<file path="src/rtl/lin_tmo_pkg.sv">
package lin_tmo_pkg;

  localparam int unsigned STAT_W = 8;

  // Status flags; packed order gives bit 4 down to bit 0 of the status word
  typedef struct packed {
    logic syn;
    logic par;
    logic tmo;
    logic chk;
    logic bit_e;
  } err_flags_t;

  localparam int unsigned FLAG_W = $bits(err_flags_t);

endpackage

</file>
<file path="src/rtl/lin_frame_timer.sv">
module lin_frame_timer #(
  parameter int unsigned FRAME_MAX_BITS = 176,
  parameter int unsigned RESP_MAX_BITS  = 14
) (
  input  logic clk,
  input  logic rst_n,
  input  logic bit_tick,
  input  logic brk_sync_seen,
  input  logic id_rcvd,
  input  logic byte_rcvd,
  input  logic frame_done,
  input  logic expect_rx,
  output logic frm_tmo,
  output logic rsp_tmo
);

  localparam int unsigned FW = $clog2(FRAME_MAX_BITS + 1);
  localparam int unsigned SW = $clog2(RESP_MAX_BITS + 1);
  localparam logic [FW-1:0] FRM_LAST = FW'(FRAME_MAX_BITS - 1);
  localparam logic [SW-1:0] SIL_LAST = SW'(RESP_MAX_BITS - 1);

  logic          frm_act_q, frm_act_d;
  logic [FW-1:0] frm_cnt_q, frm_cnt_d;
  logic          rsp_act_q, rsp_act_d;
  logic [SW-1:0] sil_cnt_q, sil_cnt_d;

  // deadline hits for this cycle
  always_comb begin
    frm_tmo = frm_act_q && bit_tick && (frm_cnt_q == FRM_LAST) &&
              !brk_sync_seen && !frame_done;
    rsp_tmo = rsp_act_q && bit_tick && (sil_cnt_q == SIL_LAST) &&
              !brk_sync_seen && !frame_done && !byte_rcvd && !id_rcvd;
  end

  // whole-frame counter next state
  always_comb begin
    frm_act_d = frm_act_q;
    frm_cnt_d = frm_cnt_q;
    if (brk_sync_seen) begin
      frm_act_d = 1'b1;
      frm_cnt_d = '0;
    end else if (frame_done || frm_tmo) begin
      frm_act_d = 1'b0;
    end else if (frm_act_q && bit_tick) begin
      frm_cnt_d = frm_cnt_q + 1'b1;
    end
  end

  // response silence counter next state
  always_comb begin
    rsp_act_d = rsp_act_q;
    sil_cnt_d = sil_cnt_q;
    if (brk_sync_seen || frame_done || frm_tmo || rsp_tmo) begin
      rsp_act_d = 1'b0;
      sil_cnt_d = '0;
    end else if (id_rcvd) begin
      rsp_act_d = expect_rx;
      sil_cnt_d = '0;
    end else if (byte_rcvd) begin
      sil_cnt_d = '0;
    end else if (rsp_act_q && bit_tick) begin
      sil_cnt_d = sil_cnt_q + 1'b1;
    end
  end

  always_ff @(posedge clk or negedge rst_n) begin
    if (!rst_n) begin
      frm_act_q <= 1'b0;
      frm_cnt_q <= '0;
      rsp_act_q <= 1'b0;
      sil_cnt_q <= '0;
    end else begin
      frm_act_q <= frm_act_d;
      frm_cnt_q <= frm_cnt_d;
      rsp_act_q <= rsp_act_d;
      sil_cnt_q <= sil_cnt_d;
    end
  end

  AST_FRM_CNT_RANGE: assert property (@(posedge clk) disable iff (!rst_n)
    frm_act_q |-> (frm_cnt_q < FW'(FRAME_MAX_BITS)));
  AST_DONE_STOPS: assert property (@(posedge clk) disable iff (!rst_n)
    (frame_done && !brk_sync_seen) |=> (!frm_act_q && !rsp_act_q));
  AST_SIL_RANGE: assert property (@(posedge clk) disable iff (!rst_n)
    rsp_act_q |-> (sil_cnt_q < SW'(RESP_MAX_BITS)));
  AST_BRK_RESTART: assert property (@(posedge clk) disable iff (!rst_n)
    brk_sync_seen |=> (frm_act_q && (frm_cnt_q == '0)));

endmodule

</file>
<file path="src/rtl/lin_ack_watch.sv">
module lin_ack_watch (
  input  logic clk,
  input  logic rst_n,
  input  logic slave_mode,
  input  logic id_rcvd,
  input  logic byte_rcvd,
  input  logic app_ack,
  input  logic app_stop,
  input  logic brk_sync_seen,
  input  logic frame_done,
  output logic ack_tmo
);

  logic pend_q, pend_d;
  logic answered;

  always_comb begin
    answered = app_ack || app_stop;
    ack_tmo  = pend_q && byte_rcvd && !answered && !brk_sync_seen && !frame_done;
  end

  always_comb begin
    pend_d = pend_q;
    if (brk_sync_seen || frame_done) begin
      pend_d = 1'b0;
    end else if (id_rcvd) begin
      pend_d = slave_mode && !answered;
    end else if (answered || byte_rcvd) begin
      pend_d = 1'b0;
    end
  end

  always_ff @(posedge clk or negedge rst_n) begin
    if (!rst_n) begin
      pend_q <= 1'b0;
    end else begin
      pend_q <= pend_d;
    end
  end

  AST_MASTER_NO_ACK_WAIT: assert property (@(posedge clk) disable iff (!rst_n)
    (!slave_mode && id_rcvd) |=> !pend_q);
  AST_ACK_ONE_SHOT: assert property (@(posedge clk) disable iff (!rst_n)
    byte_rcvd |=> !pend_q);

endmodule

</file>
<file path="src/rtl/lin_wake_watch.sv">
module lin_wake_watch #(
  parameter int unsigned WAKE_MS = 150
) (
  input  logic clk,
  input  logic rst_n,
  input  logic slave_mode,
  input  logic wake_sent,
  input  logic ms_tick,
  input  logic brk_sync_seen,
  output logic wake_tmo
);

  localparam int unsigned WW = $clog2(WAKE_MS + 1);
  localparam logic [WW-1:0] WK_LAST = WW'(WAKE_MS - 1);

  logic          act_q, act_d;
  logic [WW-1:0] cnt_q, cnt_d;

  always_comb begin
    wake_tmo = act_q && ms_tick && (cnt_q == WK_LAST) && !brk_sync_seen &&
               !(slave_mode && wake_sent);
  end

  always_comb begin
    act_d = act_q;
    cnt_d = cnt_q;
    if (brk_sync_seen) begin
      act_d = 1'b0;
      cnt_d = '0;
    end else if (slave_mode && wake_sent) begin
      act_d = 1'b1;
      cnt_d = '0;
    end else if (wake_tmo) begin
      act_d = 1'b0;
    end else if (act_q && ms_tick) begin
      cnt_d = cnt_q + 1'b1;
    end
  end

  always_ff @(posedge clk or negedge rst_n) begin
    if (!rst_n) begin
      act_q <= 1'b0;
      cnt_q <= '0;
    end else begin
      act_q <= act_d;
      cnt_q <= cnt_d;
    end
  end

  AST_WAKE_CNT_RANGE: assert property (@(posedge clk) disable iff (!rst_n)
    act_q |-> (cnt_q < WW'(WAKE_MS)));
  AST_BRK_CANCELS_WAKE: assert property (@(posedge clk) disable iff (!rst_n)
    brk_sync_seen |=> !act_q);

endmodule

</file>
<file path="src/rtl/lin_err_reg.sv">
module lin_err_reg
  import lin_tmo_pkg::*;
(
  input  logic       clk,
  input  logic       rst_n,
  input  err_flags_t set_flags,
  input  logic       clr,
  output err_flags_t flags
);

  err_flags_t flags_q, flags_d;

  always_comb begin
    flags_d = clr ? err_flags_t'('0) : flags_q;
    flags_d = flags_d | set_flags;
  end

  always_ff @(posedge clk or negedge rst_n) begin
    if (!rst_n) begin
      flags_q <= '0;
    end else begin
      flags_q <= flags_d;
    end
  end

  assign flags = flags_q;

  AST_STICKY: assert property (@(posedge clk) disable iff (!rst_n)
    !clr |=> ((flags_q & $past(flags_q)) == $past(flags_q)));
  AST_SET_WINS: assert property (@(posedge clk) disable iff (!rst_n)
    (set_flags != '0) |=> ((flags_q & $past(set_flags)) == $past(set_flags)));
  AST_CLR_EMPTIES: assert property (@(posedge clk) disable iff (!rst_n)
    (clr && (set_flags == '0)) |=> (flags_q == '0));

endmodule

</file>
<file path="src/rtl/lin_tmo_mon.sv">
module lin_tmo_mon
  import lin_tmo_pkg::*;
#(
  parameter int unsigned FRAME_MAX_BITS = 176,
  parameter int unsigned RESP_MAX_BITS  = 14,
  parameter int unsigned WAKE_MS        = 150
) (
  input  logic              clk,
  input  logic              rst_n,
  input  logic              is_master,
  input  logic              expect_rx,
  input  logic              bit_tick,
  input  logic              ms_tick,
  input  logic              brk_sync_seen,
  input  logic              id_rcvd,
  input  logic              byte_rcvd,
  input  logic              frame_done,
  input  logic              wake_sent,
  input  logic              app_ack,
  input  logic              app_stop,
  input  logic              sync_err_in,
  input  logic              parity_err_in,
  input  logic              chk_err_in,
  input  logic              bit_slot,
  input  logic              bit_drv,
  input  logic              bit_mon,
  input  logic              clr_err,
  output logic              tmo_flag,
  output logic [STAT_W-1:0] err_stat
);

  // reset synchronizer: asserts asynchronously, releases on the clock
  logic [1:0] rst_sync_q;
  logic       rst_n_s;

  always_ff @(posedge clk or negedge rst_n) begin
    if (!rst_n) begin
      rst_sync_q <= 2'b00;
    end else begin
      rst_sync_q <= {rst_sync_q[0], 1'b1};
    end
  end
  assign rst_n_s = rst_sync_q[1];

  logic       slave_mode;
  logic       frm_tmo, rsp_tmo, ack_tmo, wake_tmo;
  err_flags_t set_flags, flags;

  assign slave_mode = !is_master;

  lin_frame_timer #(
    .FRAME_MAX_BITS (FRAME_MAX_BITS),
    .RESP_MAX_BITS  (RESP_MAX_BITS)
  ) u_frame (
    .clk           (clk),
    .rst_n         (rst_n_s),
    .bit_tick      (bit_tick),
    .brk_sync_seen (brk_sync_seen),
    .id_rcvd       (id_rcvd),
    .byte_rcvd     (byte_rcvd),
    .frame_done    (frame_done),
    .expect_rx     (expect_rx),
    .frm_tmo       (frm_tmo),
    .rsp_tmo       (rsp_tmo)
  );

  lin_ack_watch u_ack (
    .clk           (clk),
    .rst_n         (rst_n_s),
    .slave_mode    (slave_mode),
    .id_rcvd       (id_rcvd),
    .byte_rcvd     (byte_rcvd),
    .app_ack       (app_ack),
    .app_stop      (app_stop),
    .brk_sync_seen (brk_sync_seen),
    .frame_done    (frame_done),
    .ack_tmo       (ack_tmo)
  );

  lin_wake_watch #(
    .WAKE_MS (WAKE_MS)
  ) u_wake (
    .clk           (clk),
    .rst_n         (rst_n_s),
    .slave_mode    (slave_mode),
    .wake_sent     (wake_sent),
    .ms_tick       (ms_tick),
    .brk_sync_seen (brk_sync_seen),
    .wake_tmo      (wake_tmo)
  );

  always_comb begin
    set_flags.syn   = slave_mode && sync_err_in;
    set_flags.par   = slave_mode && parity_err_in;
    set_flags.tmo   = frm_tmo || rsp_tmo || ack_tmo || wake_tmo;
    set_flags.chk   = chk_err_in;
    set_flags.bit_e = bit_slot && (bit_drv != bit_mon);
  end

  lin_err_reg u_err (
    .clk       (clk),
    .rst_n     (rst_n_s),
    .set_flags (set_flags),
    .clr       (clr_err),
    .flags     (flags)
  );

  assign err_stat = {{(STAT_W - FLAG_W){1'b0}}, flags};
  assign tmo_flag = flags.tmo;

  AST_UPPER_ZERO: assert property (@(posedge clk) disable iff (!rst_n_s)
    err_stat[7:5] == 3'b000);
  AST_MASTER_NO_SYNC_SET: assert property (@(posedge clk) disable iff (!rst_n_s)
    (is_master && !err_stat[4]) |=> !err_stat[4]);

endmodule

</file>
<file path="config.mk">
export PLATFORM = sky130hd
export DESIGN_NAME = lin_tmo_mon
export DESIGN_NICKNAME = d
export VERILOG_FILES = /design/src/rtl/lin_tmo_pkg.sv /design/src/rtl/lin_frame_timer.sv /design/src/rtl/lin_ack_watch.sv /design/src/rtl/lin_wake_watch.sv /design/src/rtl/lin_err_reg.sv /design/src/rtl/lin_tmo_mon.sv
export SDC_FILE = /design/constraint.sdc
export NUM_CORES = 1
export LEC_CHECK = 0
export ABC_CLOCK_PERIOD_IN_PS = 800
export BUFFER_PORTS_ARGS = -buffer_cell sky130_fd_sc_hd__buf_4
export CAP_MARGIN = 25
export CORE_MARGIN = 2
export CORE_UTILIZATION = 48
export CTS_CLUSTER_SIZE = 12
export DETAILED_ROUTE_END_ITERATION = 10
export HOLD_SLACK_MARGIN = 0.05
export PLACE_DENSITY = 0.72
export SLEW_MARGIN = 25
export SYNTH_ARGS = -nofsm -noshare
export SYNTH_HDL_FRONTEND = slang
export SYNTH_SLANG_ARGS = --single-unit
</file>
<file path="constraint.sdc">
create_clock -name clk -period 0.8 [get_ports clk]
set_input_delay 0.12 -clock clk [delete_from_list [all_inputs] [get_ports clk]]
set_output_delay 0.12 -clock clk [all_outputs]
set_load 0.03 [all_outputs]
</file>
==> results_dict.tcl, run 1 <==
set metrics [dict create \
    outcome "finished with violations" \
    violations "setup timing" \
    cts-root-buf "clkbuf_4" \
    crit_fanout 5 \
    cp.required_ns 1.07 \
    synthFlopType "dfrtp_1" \
    cp.arrival_ns 1.74 \
    final-max-slew-violation-count 0 \
    layout_min_cycle_time_ns 1.47 \
    synth-seq-cells 31 \
    tritoncts "done" \
    final.setup.worst_slack_ns -0.669 \
    yosys_warnings 0 \
    holdPathStages 2 \
    htreeDepth 2 \
    fp.dieW_um 62.8 \
    synth_area_per_cell_um2 10.8 \
    nNetsFinal 262 \
    pin_count 29 \
    core_um2 3340 \
    hold_start "bit_tick" \
    hold_buffers 6 \
    grt_pass1_vias 1614 \
    finalSetupViolations 31 \
    final.setup.tns_ns -14.36 \
    p_per_area_nw_per_um2 1340 \
    cp-start-kind "flop" \
    gp_congestion 0.836 \
    routed_via_density 5.46 \
    period_share_pct 184 \
    cts.sinks 31 \
    antennaDiodeCount 0 \
    rsz0062_at_grt "yes" \
    numCtsBuffers 5 \
    rrSetupSlack_ns -0.67 \
    overflow 0 \
    cts.reportedPaths.clkPinSlew_ns 0.11 \
    ir_drop_v 0.000955 \
    postLayoutCellArea_um2 2590 \
    r2r_end "u_wake.cnt_q[3]$_DFFE_PN0P_" \
    finalHoldViolations 0 \
    final.fill_count 216 \
    drt_pass1_iterations 4 \
    hp-class "in2reg" \
    grt_pass1_wl_um 7070 \
    synth.most_common_cell "dfrtp_1" \
    crit_path_end_kind "flop" \
    min_to "u_frame.sil_cnt_q[1]$_DFFE_PN0P_" \
    crit_type "reg2reg" \
    grt_max_degree 18 \
    drive_above_1_share_pct 50.8 \
    reg2reg_depth 6 \
    grt_util_all_layers_pct 23.0 \
    drc 0 \
    die_h_um 62.8 \
    ys_async_sr_fraction_pct 100 \
    io_buffers 25 \
    yosysSeqAreaShare_pct 46.8 \
    syn_inst 154 \
    dr.first_iter.drc_count 75 \
    synth_top_area_share_pct 46.8 \
    synth_top_area_cell "dfrtp_1" \
    dp_worst_setup_slack_ns -0.682 \
    timing.rr.start "u_wake.cnt_q[1]$_DFFE_PN0P_" \
    die_area_um2 3940 \
    drt_wl_total_um 4660 \
    syn-cell-area_um2 1660 \
    place_area_um2 2210 \
    synth-edff-count 0 \
    cellLeakagePower_nw 1.22 \
    ant_nets 0 \
    wire_per_inst_um 16.4 \
    fmax_ghz 0.681 \
    antenna_found_initial 0 \
    synth_area_leaders "dfrtp_1, nor2_1, xor2_1" \
    dpl.hpwl_um 2840 \
    syn_to_final_growth_pct 56.3 \
    yosys-top-cells-count "dfrtp_1, nor2_1, xor2_1, nand4_1" \
    clk_path_buf_depth 2 \
    netlist-cell-type-count 45 \
    drv_cap 0 \
    fin_skew_ns 0.0109 \
    rows 21 \
    dr_total_vias 1551 \
    p_total_w 0.00349 \
    insertion_delay_ns 0.34 \
    initial_core_util_pct 49.7 \
]
## stage by stage
stage	util (%)	cells	hold WS [ns]
2_1_floorplan	-	156	-0.176
3_3_place_gp	66.3	259	-0.0981
3_5_place_dp	66.3	259	-0.0967
4_1_cts	74.8	279	0.0495
5_1_grt	77.7	284	0.0547
6_report	77.7	284	0.0657
## per-layer routing
layer / vias to the layer above / track usage (%) / wire length, um
met5: - / 0 / 0
met4: 0 / 8.89 / 144
met3: 16 / 5.59 / 256
met2: 72 / 39.7 / 2400
met1: 758 / 27.8 / 1860
li1: 705 / - / -
## cell type report
type	instances	area, um2	share of cell area, %
clock inverter	2	35.0	1.35
timing repair buffer	80	684	26.4
sequential	31	783	30.2
clock buffer	6	51.3	1.98
tap	46	57.6	2.22
inverter	6	22.5	0.869
multi-input combinational	113	958	37.0
## registers in the layout, summed over array words and instances (netlist names)
| register | cells |
|---|---|
| u_frame.sil_cnt_q | 4 |
| u_wake.act_q | 1 |
| u_frame.frm_act_q | 1 |
| u_ack.pend_q | 1 |
| u_err.flags | 5 |
| rst_sync_q | 2 |
| u_frame.frm_cnt_q | 8 |
| u_wake.cnt_q | 8 |
| u_frame.rsp_act_q | 1 |
## layout by cell type, fill, tap and decap left out, types with 4 or more instances in the layout
cell type | netlist | layout
buf_4 | 4 | 58
dfrtp_1 | 31 | 25
nor2_1 | 21 | 17
buf_6 | 0 | 15
xor2_1 | 9 | 9
nand4_1 | 8 | 8
inv_1 | 6 | 6
nand2_1 | 7 | 6
dlygate4sd3_1 | 0 | 6
dfrtp_2 | 0 | 6
clkbuf_4 | 0 | 5
a22o_1 | 4 | 4
and3_1 | 7 | 4
and3_4 | 0 | 4
nand3_1 | 5 | 4
nor2_2 | 0 | 4
conb_1 | 2 | 4
## critical path, cell delays in order, from the launching register on
cell and delay, ns:
dfrtp_1 0.40, inv_1 0.07, ha_2 0.17, nor2b_4 0.21, a31oi_4 0.17, a211o_1 0.30, nand2_1 0.08
## timing repair
action                     in CTS  in global routing
pin swaps                      16                 10
setup endpoints to repair      31                 31
setup buffers                   6                  7
hold endpoints to repair        8                  1
resized for setup              22                 15
## power by group
part / internal [W] / total, W / switching, W / leakage, nW
Clock: 0.000738 / 0.00130 / 0.000559 / 0.0482
Combinational: 0.000274 / 0.000536 / 0.000262 / 0.769
Sequential: 0.00161 / 0.00165 / 0.0000421 / 0.407
Total: 0.00262 / 0.00349 / 0.000863 / 1.22
## kinds of logic after synthesis
group / after synthesis / synth area share (%)
AOI/OAI and AO/OA: 24 / 12.5
muxes: 4 / 2.56
and+or+nand+nor: 65 / 24.4
xor gates and xnor gates: 11 / 5.81
DFF: 31 / 46.8
adders and majority gates: 5 / 3.77
other: 2 / 0.453
buffers and inverters: 12 / 3.69
## how the worst max path moves through the flow
stage | to | from | depth (start not counted) | slack (ns)
final | u_wake.cnt_q[3]$_DFFE_PN0P_ | u_wake.cnt_q[1]$_DFFE_PN0P_ | 6 | -0.67
after global routing | u_wake.cnt_q[3]$_DFFE_PN0P_ | u_wake.cnt_q[1]$_DFFE_PN0P_ | 6 | -0.76
after CTS | u_frame.frm_cnt_q[1]$_DFFE_PN0P_ | u_frame.frm_cnt_q[0]$_DFFE_PN0P_ | 5 | -0.64
after detailed placement | u_frame.sil_cnt_q[1]$_DFFE_PN0P_ | u_frame.frm_cnt_q[0]$_DFFE_PN0P_ | 6 | -0.68
after global placement | u_frame.frm_cnt_q[7]$_DFFE_PN0P_ | u_frame.frm_cnt_q[1]$_DFFE_PN0P_ | 5 | -0.58
after floorplan | u_frame.frm_cnt_q[7]$_DFFE_PN0P_ | u_frame.frm_cnt_q[0]$_DFFE_PN0P_ | 5 | -0.60
Note: power is estimated with default switching activity, not from simulation.
==> run 2, diff against run 1 <==
--- a/config.mk
+++ b/config.mk
@@ -12,6 +12,7 @@
 export CORE_UTILIZATION = 48
 export CTS_CLUSTER_SIZE = 12
 export DETAILED_ROUTE_END_ITERATION = 10
+export GPL_TIMING_DRIVEN = 0
 export HOLD_SLACK_MARGIN = 0.05
 export PLACE_DENSITY = 0.72
 export SLEW_MARGIN = 25
==> run 2 against run 1 <==
- the flow still finishes with violations (setup timing)
- routed wire length decreased by 17%
- via count decreased by 11%
- combinational power decreased by 15%
- largest power group unchanged
- total power decreased by 8.3%
- critical endpoint is now u_frame.frm_cnt_q[1]$_DFFE_PN0P_
==> results_dict.tcl, run 2 (synthesized netlist as in run 1, its figures left out) <==
set metrics [dict create \
    critPathTopFamily "flip-flops" \
    cp.arrival_ns 1.80 \
    final_cell_mix "buf_4, dfrtp_1, nor2_1, buf_6, xor2_1" \
    seq_power_share_pct 52.6 \
    final_core_util_pct 72.0 \
    grt_max_degree 30 \
    swShare_pct 25.9 \
    power_frac_clock_pct 33.2 \
    dr.first_iter.drc_count 70 \
    hp-class "in2reg" \
    reg2reg_depth 6 \
    cellLeakagePower_nw 1.08 \
    tritoncts "done" \
    cts.reportedPaths.clkPinSlew_ns 0.10 \
    cp-start-kind "flop" \
    syn_to_final_growth_pct 44.9 \
    fmax_ghz 0.636 \
    pin_count 29 \
    drc 0 \
    path_cells "ha_4 -> and3_4 -> buf_12 -> a31oi_4 -> mux2i_1 -> nor2_1" \
    hold_start "expect_rx" \
    p_int_w 0.00237 \
    crit_fanout 4 \
    grt_util_all_layers_pct 21.8 \
    period_share_pct 196 \
    multi_input_comb_area_um2 960 \
    antennaDiodeCount 0 \
    layout_min_cycle_time_ns 1.57 \
    cts-root-buf "clkbuf_4" \
    final.setup.worst_slack_ns -0.772 \
    whs_ns 0.0837 \
    final.fill_count 245 \
    crit_type "reg2reg" \
    rsz0062_at_grt "yes" \
    insertion_delay_ns 0.33 \
    grt_pass1_wl_um 6630 \
    fin_cells 262 \
    overflow 0 \
    drt_pass1_iterations 4 \
    seqCellArea_um2 790 \
    ant_nets 0 \
    p_per_area_nw_per_um2 1330 \
    dr_total_vias 1388 \
    max_stage_delay_ns 0.43 \
    routed_via_density 5.30 \
    finalHoldViolations 0 \
    min_to "u_frame.rsp_act_q$_DFFE_PN0P_" \
    violations "setup timing" \
    numCtsBuffers 5 \
    dpl.hpwl_um 2330 \
    htreeDepth 2 \
    die_h_um 62.8 \
    slowest_stage "dfrtp_1" \
    drt_wl_total_um 3850 \
    p_total_w 0.00320 \
    antenna_found_initial 0 \
    final_common_cell "buf_4" \
    die_area_um2 3940 \
    gp_congestion 0.828 \
    placedCellCount 227 \
    rows 21 \
    r2r_end "u_frame.frm_cnt_q[1]$_DFFE_PN0P_" \
    final-max-slew-violation-count 0 \
    finalSetupViolations 32 \
    holdPathStages 3 \
    fp.dieW_um 62.8 \
    ir_drop_v 0.000868 \
    nNetsFinal 240 \
    fin_skew_ns 0.00484 \
    wire_per_inst_um 14.7 \
    rrSetupSlack_ns -0.77 \
    io_buffers 25 \
    crit_start "u_frame.frm_cnt_q[1]$_DFFE_PN0P_" \
    crit_path_end_kind "flop" \
    drv_cap 0 \
    initial_core_util_pct 49.7 \
    clk_path_buf_depth 2 \
    p_switching_w 0.000827 \
    cp.required_ns 1.02 \
    cts.sinks 31 \
    p_comb_share_pct 14.2 \
    core_um2 3340 \
    drive_above_1_share_pct 46.3 \
    cp_num_buf_inv 1 \
    grt_pass1_vias 1461 \
    timing.rr.start "u_frame.frm_cnt_q[1]$_DFFE_PN0P_" \
    outcome "finished with violations" \
]
run 2: power by group through the flow:
| stage | Combinational (W) | Clock, W | Sequential (W) |
|---|---|---|---|
| 4_1_cts | 0.000415 | 0.00108 | 0.00168 |
| 6_report | 0.000454 | 0.00106 | 0.00168 |
| 3_5_place_dp | 0.000349 | 0 | 0.00170 |
| 5_1_grt | 0.000490 | 0.00117 | 0.00169 |
| 3_3_place_gp | 0.000339 | 0 | 0.00170 |
| 2_1_floorplan | 0.000163 | 0 | 0.00173 |
run 2: stage by stage:
step	setup TNS [ns]	setup slack, ns	cell area, um2
final	-14.77	-0.772	2400
after global routing	-16.61	-0.802	2400
after CTS	-13.19	-0.680	2310
after detailed placement	-11.36	-0.734	1950
after global placement	-10.49	-0.691	1950
after floorplan	-9.08	-0.601	1710
run 2: worst register-to-register path, stage by stage, from the launching register on:
cell and delay (ns):
dfrtp_1 0.43, ha_4 0.19, and3_4 0.20, buf_12 0.13
a31oi_4 0.23, mux2i_1 0.23, nor2_1 0.06
run 2: layout make-up:
type / count / share of cell area, %
buffer: 6 / 1.77
clock buffer: 8 / 2.86
inverter: 6 / 0.937
multi-input combinational: 113 / 39.9
sequential: 31 / 32.8
tap: 46 / 2.39
timing repair buffer: 52 / 19.3
run 2: worst max-delay path by stage:
stage	cells past startpoint	endpoint
4_1_cts	6	u_frame.frm_cnt_q[2]$_DFFE_PN0P_
2_1_floorplan	5	u_frame.frm_cnt_q[7]$_DFFE_PN0P_
3_3_place_gp	5	u_frame.frm_cnt_q[7]$_DFFE_PN0P_
5_1_grt	6	u_frame.frm_cnt_q[1]$_DFFE_PN0P_
3_5_place_dp	5	u_frame.frm_cnt_q[7]$_DFFE_PN0P_
6_report	6	u_frame.frm_cnt_q[1]$_DFFE_PN0P_
run 2: what timing repair did:
| item | CTS | global route |
|---|---|---|
| pin swaps | 18 | 10 |
| setup buffers | 15 | 7 |
| gates resized for setup | 24 | 14 |
| hold buffers | 6 | 0 |
| hold endpoints to repair | 7 | 0 |
| setup endpoints to repair | 36 | 31 |
run 2: routing by layer:
metal  routed length, um  part of all wire, %  vias to the layer above  GRT usage (%)
met5                   0                    0                        -              0
met1                1630                   42                      675           25.1
li1                    -                    -                      662              -
met4                  94                  2.4                        0           11.1
met2                1940                   50                       41           36.4
met3                 182                  4.7                       10           6.85
==> run 3, diff against run 2 <==
--- a/config.mk
+++ b/config.mk
@@ -19,3 +19,4 @@
 export SYNTH_ARGS = -nofsm -noshare
 export SYNTH_HDL_FRONTEND = slang
 export SYNTH_SLANG_ARGS = --single-unit
+export TNS_END_PERCENT = 1
==> run 3 against run 2 <==
- the flow still finishes with violations (setup timing)
- clock-buffer cell count shrank 1
- global-route usage shrank 1.5 points
- die area is the same
- critical path depth shrank 1
- cell count shrank 5.7%
- combinational power shrank 12%
- critical path type unchanged
- critical endpoint is now u_frame.frm_cnt_q[7]$_DFFE_PN0P_
- largest power group unchanged
- highest routed layer unchanged
==> results_dict.tcl, run 3 (synthesized netlist as in run 1, its figures left out) <==
set metrics [dict create \
    drc 0 \
    critPathTopFamily "simple AND/OR/NAND/NOR gates" \
    path_cells "ha_2 -> and3_4 -> nand3_4 -> nand4_1 -> mux2_4" \
    final_core_util_pct 64.6 \
    drt_pass1_iterations 4 \
    violations "setup timing" \
    antenna_found_initial 0 \
    finalHoldViolations 0 \
    final-max-slew-violation-count 0 \
    cts.reportedPaths.clkPinSlew_ns 0.09 \
    drt_wl_total_um 3560 \
    gp_congestion 0.828 \
    crit_type "reg2reg" \
    fp.dieW_um 62.8 \
    cp_num_buf_inv 0 \
    crit_start "u_frame.frm_cnt_q[1]$_DFFE_PN0P_" \
    io_buffers 25 \
    place_area_um2 1920 \
    htreeDepth 2 \
    core_um2 3340 \
    rows 21 \
    rrSetupSlack_ns -0.67 \
    pin_count 29 \
    slowest_stage "dfrtp_1" \
    nNetsFinal 226 \
    dr_total_vias 1317 \
    hp-class "in2reg" \
    wire_per_inst_um 14.4 \
    overflow 0 \
    drive_above_1_share_pct 33.3 \
    grt_pass1_vias 1361 \
    placedCellCount 227 \
    cellLeakagePower_nw 0.993 \
    p_total_w 0.00291 \
    max_stage_delay_ns 0.40 \
    ir_drop_v 0.00100 \
    crit_path_end_kind "flop" \
    cts-root-buf "clkbuf_4" \
    dpl.hpwl_um 2450 \
    insertion_delay_ns 0.34 \
    cp.required_ns 1.03 \
    grt_max_degree 30 \
    postLayoutCellArea_um2 2160 \
    final_cell_mix "buf_4, dfrtp_1, nor2_1, xor2_1, nand4_1" \
    fmax_ghz 0.680 \
    final_common_cell "buf_4" \
    final.fill_count 300 \
    initial_core_util_pct 49.7 \
    layout_min_cycle_time_ns 1.47 \
    clk_path_buf_depth 2 \
    p_per_area_nw_per_um2 1350 \
    fin_skew_ns 0.0106 \
    numCtsBuffers 5 \
    rsz0062_at_grt "yes" \
    timing.rr.start "u_frame.frm_cnt_q[1]$_DFFE_PN0P_" \
    fin_cells 247 \
    drv_cap 0 \
    final.setup.worst_slack_ns -0.671 \
    outcome "finished with violations" \
    syn_to_final_growth_pct 29.9 \
    crit_fanout 5 \
    holdPathStages 3 \
    r2r_end "u_frame.frm_cnt_q[7]$_DFFE_PN0P_" \
    cp.arrival_ns 1.71 \
    antennaDiodeCount 0 \
    die_area_um2 3940 \
    grt_pass1_wl_um 6130 \
    tritoncts "done" \
    path_depth 5 \
    routed_via_density 5.33 \
    whs_ns 0.0661 \
    ant_nets 0 \
    die_h_um 62.8 \
    cts.sinks 31 \
    dr.first_iter.drc_count 57 \
    finalSetupViolations 31 \
    cp-endpoint "u_frame.frm_cnt_q[7]$_DFFE_PN0P_" \
    reg2reg_depth 5 \
    grt_util_all_layers_pct 20.3 \
    period_share_pct 184 \
    cp-start-kind "flop" \
]
run 3: worst min-delay path by stage:
stage,slack [ns],end,startpoint
floorplan,-0.18,rst_sync_q[0]$_DFF_PN0_,rst_n
global placement,-0.1,rst_sync_q[1]$_DFF_PN0_,rst_n
detailed placement,-0.1,rst_sync_q[0]$_DFF_PN0_,rst_n
CTS,0.06,u_frame.rsp_act_q$_DFFE_PN0P_,expect_rx
global route,0.1,rst_sync_q[1]$_DFF_PN0_,rst_n
finish,0.07,u_frame.rsp_act_q$_DFFE_PN0P_,expect_rx
run 3: what timing repair did:
action,CTS,global route
buffers inserted,6,1
setup endpoints to repair,31,60
resized for setup,15,6
hold buffers,6,0
pin swaps,16,8
endpoints found under the hold margin,7,0
run 3: final cells by class:
| type | instances | area (um2) | share of cell area (%) |
|---|---|---|---|
| Clock buffer | 7 | 45.0 | 2.09 |
| Sequential cell | 31 | 783 | 36.3 |
| Buffer | 6 | 38.8 | 1.80 |
| Timing Repair Buffer | 38 | 335 | 15.6 |
| Tap cell | 46 | 57.6 | 2.67 |
| Inverter | 6 | 22.5 | 1.04 |
| Multi-Input combinational cell | 113 | 873 | 40.5 |
run 3: routing by layer:
metal	track usage (%)	vias up	routed length, um
met5	0	-	0
met4	9.44	0	95
met3	6.67	9	111
met2	35.2	19	1890
met1	22.6	657	1460
li1	-	632	-
run 3: stage by stage:
| stage | setup TNS, ns | setup WS [ns] |
|---|---|---|
| after floorplan | -13.63 | -0.602 |
| after global placement | -24.91 | -0.698 |
| after detailed placement | -12.58 | -0.727 |
| after CTS | -12.92 | -0.682 |
| after global routing | -15.44 | -0.711 |
| final | -13.43 | -0.671 |
run 3: where the power goes:
part	total [W]	switching, W	internal (W)
combinational	0.000400	0.000196	0.000204
clock	0.000835	0.000505	0.000330
sequential	0.00167	0.0000629	0.00161
total	0.00291	0.000764	0.00214
run 3: worst min-delay path, delay by kind of cell:
family / cells / cell delay, ns
buffers and inverters: 1 / 0.08
muxes: 1 / 0.06
and+or+nand+nor: 1 / 0.10
